### src/rtl/bwa_pkg.sv
`timescale 1ns/1ps
package bwa_pkg;
  // log2 of the number of narrow beats that form one wide beat (or one group)
  function automatic int unsigned grp_log(input int unsigned sz,
                                          input int unsigned lw,
                                          input int unsigned ln);
    if (sz >= lw)      return lw - ln;
    else if (sz <= ln) return 0;
    else               return sz - ln;
  endfunction
endpackage

### src/rtl/bwa_split.sv
`timescale 1ns/1ps
module bwa_split #(
  parameter int ADDR_W       = 12,
  parameter int SIZE_W       = 3,
  parameter int SRC_W        = 4,
  parameter int WIDE_BYTES   = 8,
  parameter int NARROW_BYTES = 2
) (
  input  logic                    clk,
  input  logic                    rst,
  input  logic                    in_valid,
  output logic                    in_ready,
  input  logic [ADDR_W-1:0]       in_addr,
  input  logic [SIZE_W-1:0]       in_size,
  input  logic [SRC_W-1:0]        in_src,
  input  logic [WIDE_BYTES*8-1:0] in_data,
  output logic                    out_valid,
  input  logic                    out_ready,
  output logic [ADDR_W-1:0]       out_addr,
  output logic [SIZE_W-1:0]       out_size,
  output logic [SRC_W-1:0]        out_src,
  output logic [NARROW_BYTES*8-1:0] out_data
);
  import bwa_pkg::*;
  localparam int LW    = $clog2(WIDE_BYTES);
  localparam int LN    = $clog2(NARROW_BYTES);
  localparam int LR    = LW - LN;
  localparam int RATIO = WIDE_BYTES / NARROW_BYTES;
  localparam int NW    = NARROW_BYTES * 8;

  logic                    busy;
  logic [LR-1:0]           lane, left;
  logic [WIDE_BYTES*8-1:0] wide_q;
  logic [ADDR_W-1:0]       addr_q;
  logic [SIZE_W-1:0]       size_q;
  logic [SRC_W-1:0]        src_q;

  logic [LR-1:0] span, base;
  logic          in_fire, out_fire;

  always_comb begin
    int unsigned g;
    g    = grp_log(int'(in_size), LW, LN);
    span = LR'((1 << g) - 1);
    if (g == LR) base = '0;
    else         base = in_addr[LW-1:LN] & ~span;
  end

  assign out_fire = busy && out_ready;
  assign in_ready = !busy || (out_ready && left == '0);
  assign in_fire  = in_valid && in_ready;

  always_ff @(posedge clk) begin
    if (rst) begin
      busy <= 1'b0;
      lane <= '0;
      left <= '0;
    end else begin
      if (out_fire) begin
        if (left == '0) begin
          busy <= 1'b0;
        end else begin
          lane <= lane + 1'b1;
          left <= left - 1'b1;
        end
      end
      if (in_fire) begin
        busy <= 1'b1;
        lane <= base;
        left <= span;
      end
    end
  end

  always_ff @(posedge clk) begin
    if (in_fire) begin
      wide_q <= in_data;
      addr_q <= in_addr;
      size_q <= in_size;
      src_q  <= in_src;
    end
  end

  logic [NW-1:0] lane_v [RATIO];
  for (genvar i = 0; i < RATIO; i++) begin : g_lane
    assign lane_v[i] = wide_q[i*NW +: NW];
  end

  assign out_valid = busy;
  assign out_data  = lane_v[lane];
  assign out_addr  = addr_q;
  assign out_size  = size_q;
  assign out_src   = src_q;
endmodule

### src/rtl/bwa_merge.sv
`timescale 1ns/1ps
module bwa_merge #(
  parameter int SIZE_W       = 3,
  parameter int SRC_W        = 4,
  parameter int WIDE_BYTES   = 8,
  parameter int NARROW_BYTES = 2
) (
  input  logic                      clk,
  input  logic                      rst,
  input  logic                      in_valid,
  output logic                      in_ready,
  input  logic [SIZE_W-1:0]         in_size,
  input  logic [SRC_W-1:0]          in_src,
  input  logic                      in_err,
  input  logic [NARROW_BYTES*8-1:0] in_data,
  output logic                      out_valid,
  input  logic                      out_ready,
  output logic [SIZE_W-1:0]         out_size,
  output logic [SRC_W-1:0]          out_src,
  output logic                      out_err,
  output logic [WIDE_BYTES*8-1:0]   out_data
);
  import bwa_pkg::*;
  localparam int LW    = $clog2(WIDE_BYTES);
  localparam int LN    = $clog2(NARROW_BYTES);
  localparam int LR    = LW - LN;
  localparam int RATIO = WIDE_BYTES / NARROW_BYTES;
  localparam int NW    = NARROW_BYTES * 8;

  logic [LR-1:0]   cnt, mask, omask;
  logic            acc, ov;
  logic [NW-1:0]   hold [RATIO];
  logic            in_fire, last;

  always_comb begin
    int unsigned g;
    g    = grp_log(int'(in_size), LW, LN);
    mask = LR'((1 << g) - 1);
  end

  assign in_ready = !ov;
  assign in_fire  = in_valid && !ov;
  assign last     = (cnt == mask);

  always_ff @(posedge clk) begin
    if (rst) begin
      cnt     <= '0;
      acc     <= 1'b0;
      ov      <= 1'b0;
      out_err <= 1'b0;
      omask   <= '0;
    end else begin
      if (ov && out_ready) ov <= 1'b0;
      if (in_fire) begin
        if (last) begin
          cnt     <= '0;
          acc     <= 1'b0;
          ov      <= 1'b1;
          out_err <= acc | in_err;
          omask   <= mask;
        end else begin
          cnt <= cnt + 1'b1;
          acc <= acc | in_err;
        end
      end
    end
  end

  always_ff @(posedge clk) begin
    if (in_fire && last) begin
      out_size <= in_size;
      out_src  <= in_src;
    end
  end

  for (genvar i = 0; i < RATIO; i++) begin : g_hold
    always_ff @(posedge clk) begin
      if (in_fire && cnt == LR'(i)) hold[i] <= in_data;
    end
    assign out_data[i*NW +: NW] = hold[LR'(i) & omask];
  end

  assign out_valid = ov;
endmodule

### src/rtl/bus_width_adapter.sv
`timescale 1ns/1ps
module bus_width_adapter #(
  parameter int ADDR_W       = 12,
  parameter int SIZE_W       = 3,
  parameter int SRC_W        = 4,
  parameter int WIDE_BYTES   = 8,
  parameter int NARROW_BYTES = 2
) (
  input  logic                      clk,
  input  logic                      rst,
  input  logic                      hst_req_valid,
  output logic                      hst_req_ready,
  input  logic [ADDR_W-1:0]         hst_req_addr,
  input  logic [SIZE_W-1:0]         hst_req_size,
  input  logic [SRC_W-1:0]          hst_req_src,
  input  logic [WIDE_BYTES*8-1:0]   hst_req_data,
  output logic                      dev_req_valid,
  input  logic                      dev_req_ready,
  output logic [ADDR_W-1:0]         dev_req_addr,
  output logic [SIZE_W-1:0]         dev_req_size,
  output logic [SRC_W-1:0]          dev_req_src,
  output logic [NARROW_BYTES*8-1:0] dev_req_data,
  input  logic                      dev_rsp_valid,
  output logic                      dev_rsp_ready,
  input  logic [SIZE_W-1:0]         dev_rsp_size,
  input  logic [SRC_W-1:0]          dev_rsp_src,
  input  logic                      dev_rsp_err,
  input  logic [NARROW_BYTES*8-1:0] dev_rsp_data,
  output logic                      hst_rsp_valid,
  input  logic                      hst_rsp_ready,
  output logic [SIZE_W-1:0]         hst_rsp_size,
  output logic [SRC_W-1:0]          hst_rsp_src,
  output logic                      hst_rsp_err,
  output logic [WIDE_BYTES*8-1:0]   hst_rsp_data
);
  bwa_split #(
    .ADDR_W(ADDR_W), .SIZE_W(SIZE_W), .SRC_W(SRC_W),
    .WIDE_BYTES(WIDE_BYTES), .NARROW_BYTES(NARROW_BYTES)
  ) u_split (
    .clk(clk), .rst(rst),
    .in_valid(hst_req_valid), .in_ready(hst_req_ready),
    .in_addr(hst_req_addr), .in_size(hst_req_size),
    .in_src(hst_req_src), .in_data(hst_req_data),
    .out_valid(dev_req_valid), .out_ready(dev_req_ready),
    .out_addr(dev_req_addr), .out_size(dev_req_size),
    .out_src(dev_req_src), .out_data(dev_req_data)
  );

  bwa_merge #(
    .SIZE_W(SIZE_W), .SRC_W(SRC_W),
    .WIDE_BYTES(WIDE_BYTES), .NARROW_BYTES(NARROW_BYTES)
  ) u_merge (
    .clk(clk), .rst(rst),
    .in_valid(dev_rsp_valid), .in_ready(dev_rsp_ready),
    .in_size(dev_rsp_size), .in_src(dev_rsp_src),
    .in_err(dev_rsp_err), .in_data(dev_rsp_data),
    .out_valid(hst_rsp_valid), .out_ready(hst_rsp_ready),
    .out_size(hst_rsp_size), .out_src(hst_rsp_src),
    .out_err(hst_rsp_err), .out_data(hst_rsp_data)
  );
endmodule

### config.mk
export PLATFORM = sky130hd
export DESIGN_NAME = bus_width_adapter
export DESIGN_NICKNAME = d
export VERILOG_FILES = /design/src/rtl/bwa_pkg.sv /design/src/rtl/bwa_split.sv /design/src/rtl/bwa_merge.sv /design/src/rtl/bus_width_adapter.sv
export SDC_FILE = /design/constraint.sdc
export NUM_CORES = 1
export LEC_CHECK = 0
export BUFFER_PORTS_ARGS = -buffer_cell sky130_fd_sc_hd__clkbuf_2
export CORE_UTILIZATION = 54
export DETAILED_ROUTE_END_ITERATION = 8
export GPL_TIMING_DRIVEN = 0
export PLACE_DENSITY = 0.85
export SYNTH_ARGS = -nofsm -noshare
export SYNTH_HDL_FRONTEND = slang
export SYNTH_SLANG_ARGS = --single-unit
### constraint.sdc
create_clock -name clk -period 14.4 [get_ports clk]
set_input_delay 0 -clock clk [delete_from_list [all_inputs] [get_ports clk]]
set_output_delay 0 -clock clk [all_outputs]
set_load 0.02 [all_outputs]
==> flow_summary.toml <==
[critical_path]
worstSetupPathType = "in2reg"
required_ps = 14710
rr_endpoint = "u_split.wide_q[0]"
arrival_ps = 2870
startpoint = "dev_rsp_size[1]"
path_max_fanout = 8
cp-start-kind = "input port"
r2r_start = "u_split.left[1]"
r2r_cells = 6
reg2reg_slack_ps = 11880
crit_end = "u_merge.out_err"
critPathCaptureType = "flip-flop"

[timing]
slew_violations = 0
fin_ws_ps = 11840
tightest_slew_ps = 912.8
period_share_pct = 17.81
tns_ps = 0
skew_ps = 7.782
hold_viol = 0
slew_headroom_pct = 39.00
setup_viol = 0
max_freq_ghz = 0.3900
layout_min_cycle_time_ps = 2564
rsz0062_at_grt = "no"

[clock_tree]
tritoncts = "yes"
cts.path.max_buffers = 2
cts.clk_slew.worst_paths_ps = 60
cts_made_buffers = 17
clock_sinks = 168
cts_setup_buffers = 0
cts_root_buffer = "clkbuf_16"
insertion_delay_ps = 420
cts.htree.levels = 4
cts_resized = 0

[placed_design]
place_hpwl_mm = 10.41
portBuffers = 223
post_dp_cell_area_mm2 = 0.007934
dp_slack_ps = 12010
place_congestion = 0.8246

[synth]
syn_inst = 365
synth_flop_cell = "edfxtp_1"
synth-compound-area-share_pct = 4.751
async_reset_ff_share_pct = 0
netlist.area_leader.share_pct = 70.24
synth-simple-area-share_pct = 3.497
synth_top_family_by_area = "multiplexers"
syn_area_mm2 = 0.006584
yosys_warnings = 0
synthAdderAreaFrac_pct = 1.710
synth_mux_area_share_pct = 13.59
synth_top_area_cell = "edfxtp_1"
syn_avg_cell_area_um2 = 18.04
seq_area_frac_synth_pct = 74.50
synth_commonest_cells = "154 x edfxtp_1, 32 x mux2_2, 23 x a21oi_1, 20 x nor2_1"
synth.distinct_cells = 42
synthTopCellsByArea = "edfxtp_1 70%, mux2_2 5.5%, mux4_2 5.5%, dfxtp_1 4.3%, mux2i_1 2.4%"
synth-xor-area-share_pct = 0.2661
synth_edf_count = 154
ys_ff_latch = 168
syn-num-nets = 487
yosysMostFrequentCell = "edfxtp_1"

[layout]
regArea_mm2 = 0.004905
multi_input_area_mm2 = 0.001575
finalNetCount = 843
fin_area_mm2 = 0.009619
drive_gt1_share_pct = 42.64
area_growth_pct = 46.10
fillerInstances = 553

[grt]
grt_pass1_wl_mm = 27.67
grt_use_total_pct = 30.41
grt_overflow = 0
grt_max_degree = 33
grt_pass1_vias = 5066
antenna_found_initial = 1

[route]
vias = 4825
post_drt_wl_per_cell_um = 21.00
first_pass_iters = 5
drc = 0
drtIter0Drc = 321
wirelength_mm = 18.43
final_antenna_net_count = 0
avgViaCountPerCell = 5.495

[floorplan]
core_area_mm2 = 0.01166
die_h_um = 112.4
ioPinCount = 224
initial_core_util_pct = 56.45
die_area_mm2 = 0.01264
rows = 39
dieWidth_um = 112.4

[power]
leakagePower_nw = 3.814
peakVddDrop_uv = 98.70
p_per_area_mw_per_mm2 = 127.9

[hold_path]
worstHoldPathCells = 4
hold_class = "in2reg"

[job]
cap_violations = 0

[status]
outcome = "completed"
-- power by group --
part / internal, mW / switching [mW] / total (mW) / leakage, nW
logic: 0.0884 / 0.125 / 0.213 / 1.99
clock network: 0.253 / 0.182 / 0.434 / 0.262
registers: 0.568 / 0.0140 / 0.582 / 1.56
total: 0.909 / 0.320 / 1.23 / 3.81
-- worst max-delay path, stage by stage --
cell and delay, ps:
dlygate4sd3_1 550, clkbuf_2 210, inv_1 90, ha_1 280, or4b_4 490, a21oi_4 200, mux2i_2 370, a221oi_2 120
dlygate4sd3_1 560
-- placed cells by master (no fill, tap or decap), types with 2 or more instances in the layout --
master | netlist | layout
buf_2 | 5 | 5
mux4_2 | 16 | 16
nor2_1 | 20 | 19
o21ai_0 | 7 | 7
clkbuf_16 | 0 | 17
dlygate4sd3_1 | 0 | 112
nand4_1 | 2 | 2
nor2b_1 | 3 | 3
clkbuf_2 | 0 | 223
nand2b_1 | 4 | 4
bufinv_16 | 0 | 2
clkinv_2 | 0 | 2
dfxtp_1 | 14 | 14
mux2_2 | 32 | 32
clkbuf_1 | 8 | 9
a211oi_1 | 5 | 5
nor3_1 | 4 | 4
clkinv_1 | 0 | 4
a21oi_1 | 23 | 23
and2_1 | 4 | 4
clkinvlp_4 | 0 | 4
edfxtp_1 | 154 | 154
xnor2_1 | 2 | 2
inv_1 | 14 | 14
mux2i_1 | 16 | 16
ha_1 | 9 | 9
-- registers in the layout (all words and copies together), names as in the netlist, 2 cells and up, named ones only --
register / flops
u_merge.omask: 2
u_split.wide_q: 64
u_merge.hold: 64
u_split.lane: 2
u_split.out_addr: 12
u_merge.out_src: 4
u_merge.cnt: 2
u_merge.out_size: 3
u_split.out_size: 3
u_split.out_src: 4
u_split.left: 2
-- kinds of logic after synthesis --
logic type                 after synthesis
xor gates and xnor gates                 2
muxes                                   65
and+or+nand+nor                         44
adders and majority gates                9
AOI/OAI and AO/OA                       49
DFF                                    168
buffers and inverters                   28
-- stage by stage --
step	cells	hold WS [ps]	power [mW]	util [%]
after floorplan	365	66.25	0.6994	-
after global placement	731	176.9	0.7650	67.56
after detailed placement	733	178.6	0.7718	68.03
after CTS	877	8.174	1.222	82.46
after global routing	878	37.91	1.265	82.48
final	878	26.72	1.230	82.48
-- cell type report --
class                      instances  share of cell area, %
buffer                            14                 0.6113
antenna                            1                0.02601
clock inverter                    14                  1.379
tap                              143                  1.860
sequential                       168                  50.99
inverter                          14                 0.5463
clock buffer                      18                  4.462
timing repair buffer             337                  23.75
multi-input combinational        169                  16.38
-- what timing repair did --
| item | in CTS | in global routing |
|---|---|---|
| setup endpoints to repair | 0 | 0 |
| hold buffers | 112 | 0 |
| hold endpoints to repair | 163 | 0 |
-- worst min path at each step --
stage,endpoint,slack [ps],from
6_report,u_merge.cnt[1],30,dev_rsp_valid
3_5_place_dp,u_split.wide_q[15],180,hst_req_data[15]
3_3_place_gp,u_split.wide_q[24],180,hst_req_data[24]
4_1_cts,u_merge.cnt[1],8,dev_rsp_valid
2_1_floorplan,u_merge.out_err,70,rst
5_1_grt,u_merge.cnt[1],40,dev_rsp_valid
-- routing by layer --
layer	wire, um	GRT usage (%)	up-vias	share of wire, %
met1	6712	34.52	2305	36
met4	556	13.78	0	3.0
met2	9675	54.16	328	52
met5	0	0	-	0
met3	1489	7.883	49	8.1
li1	-	-	2143	-
Power figures use the tool's default switching activity.
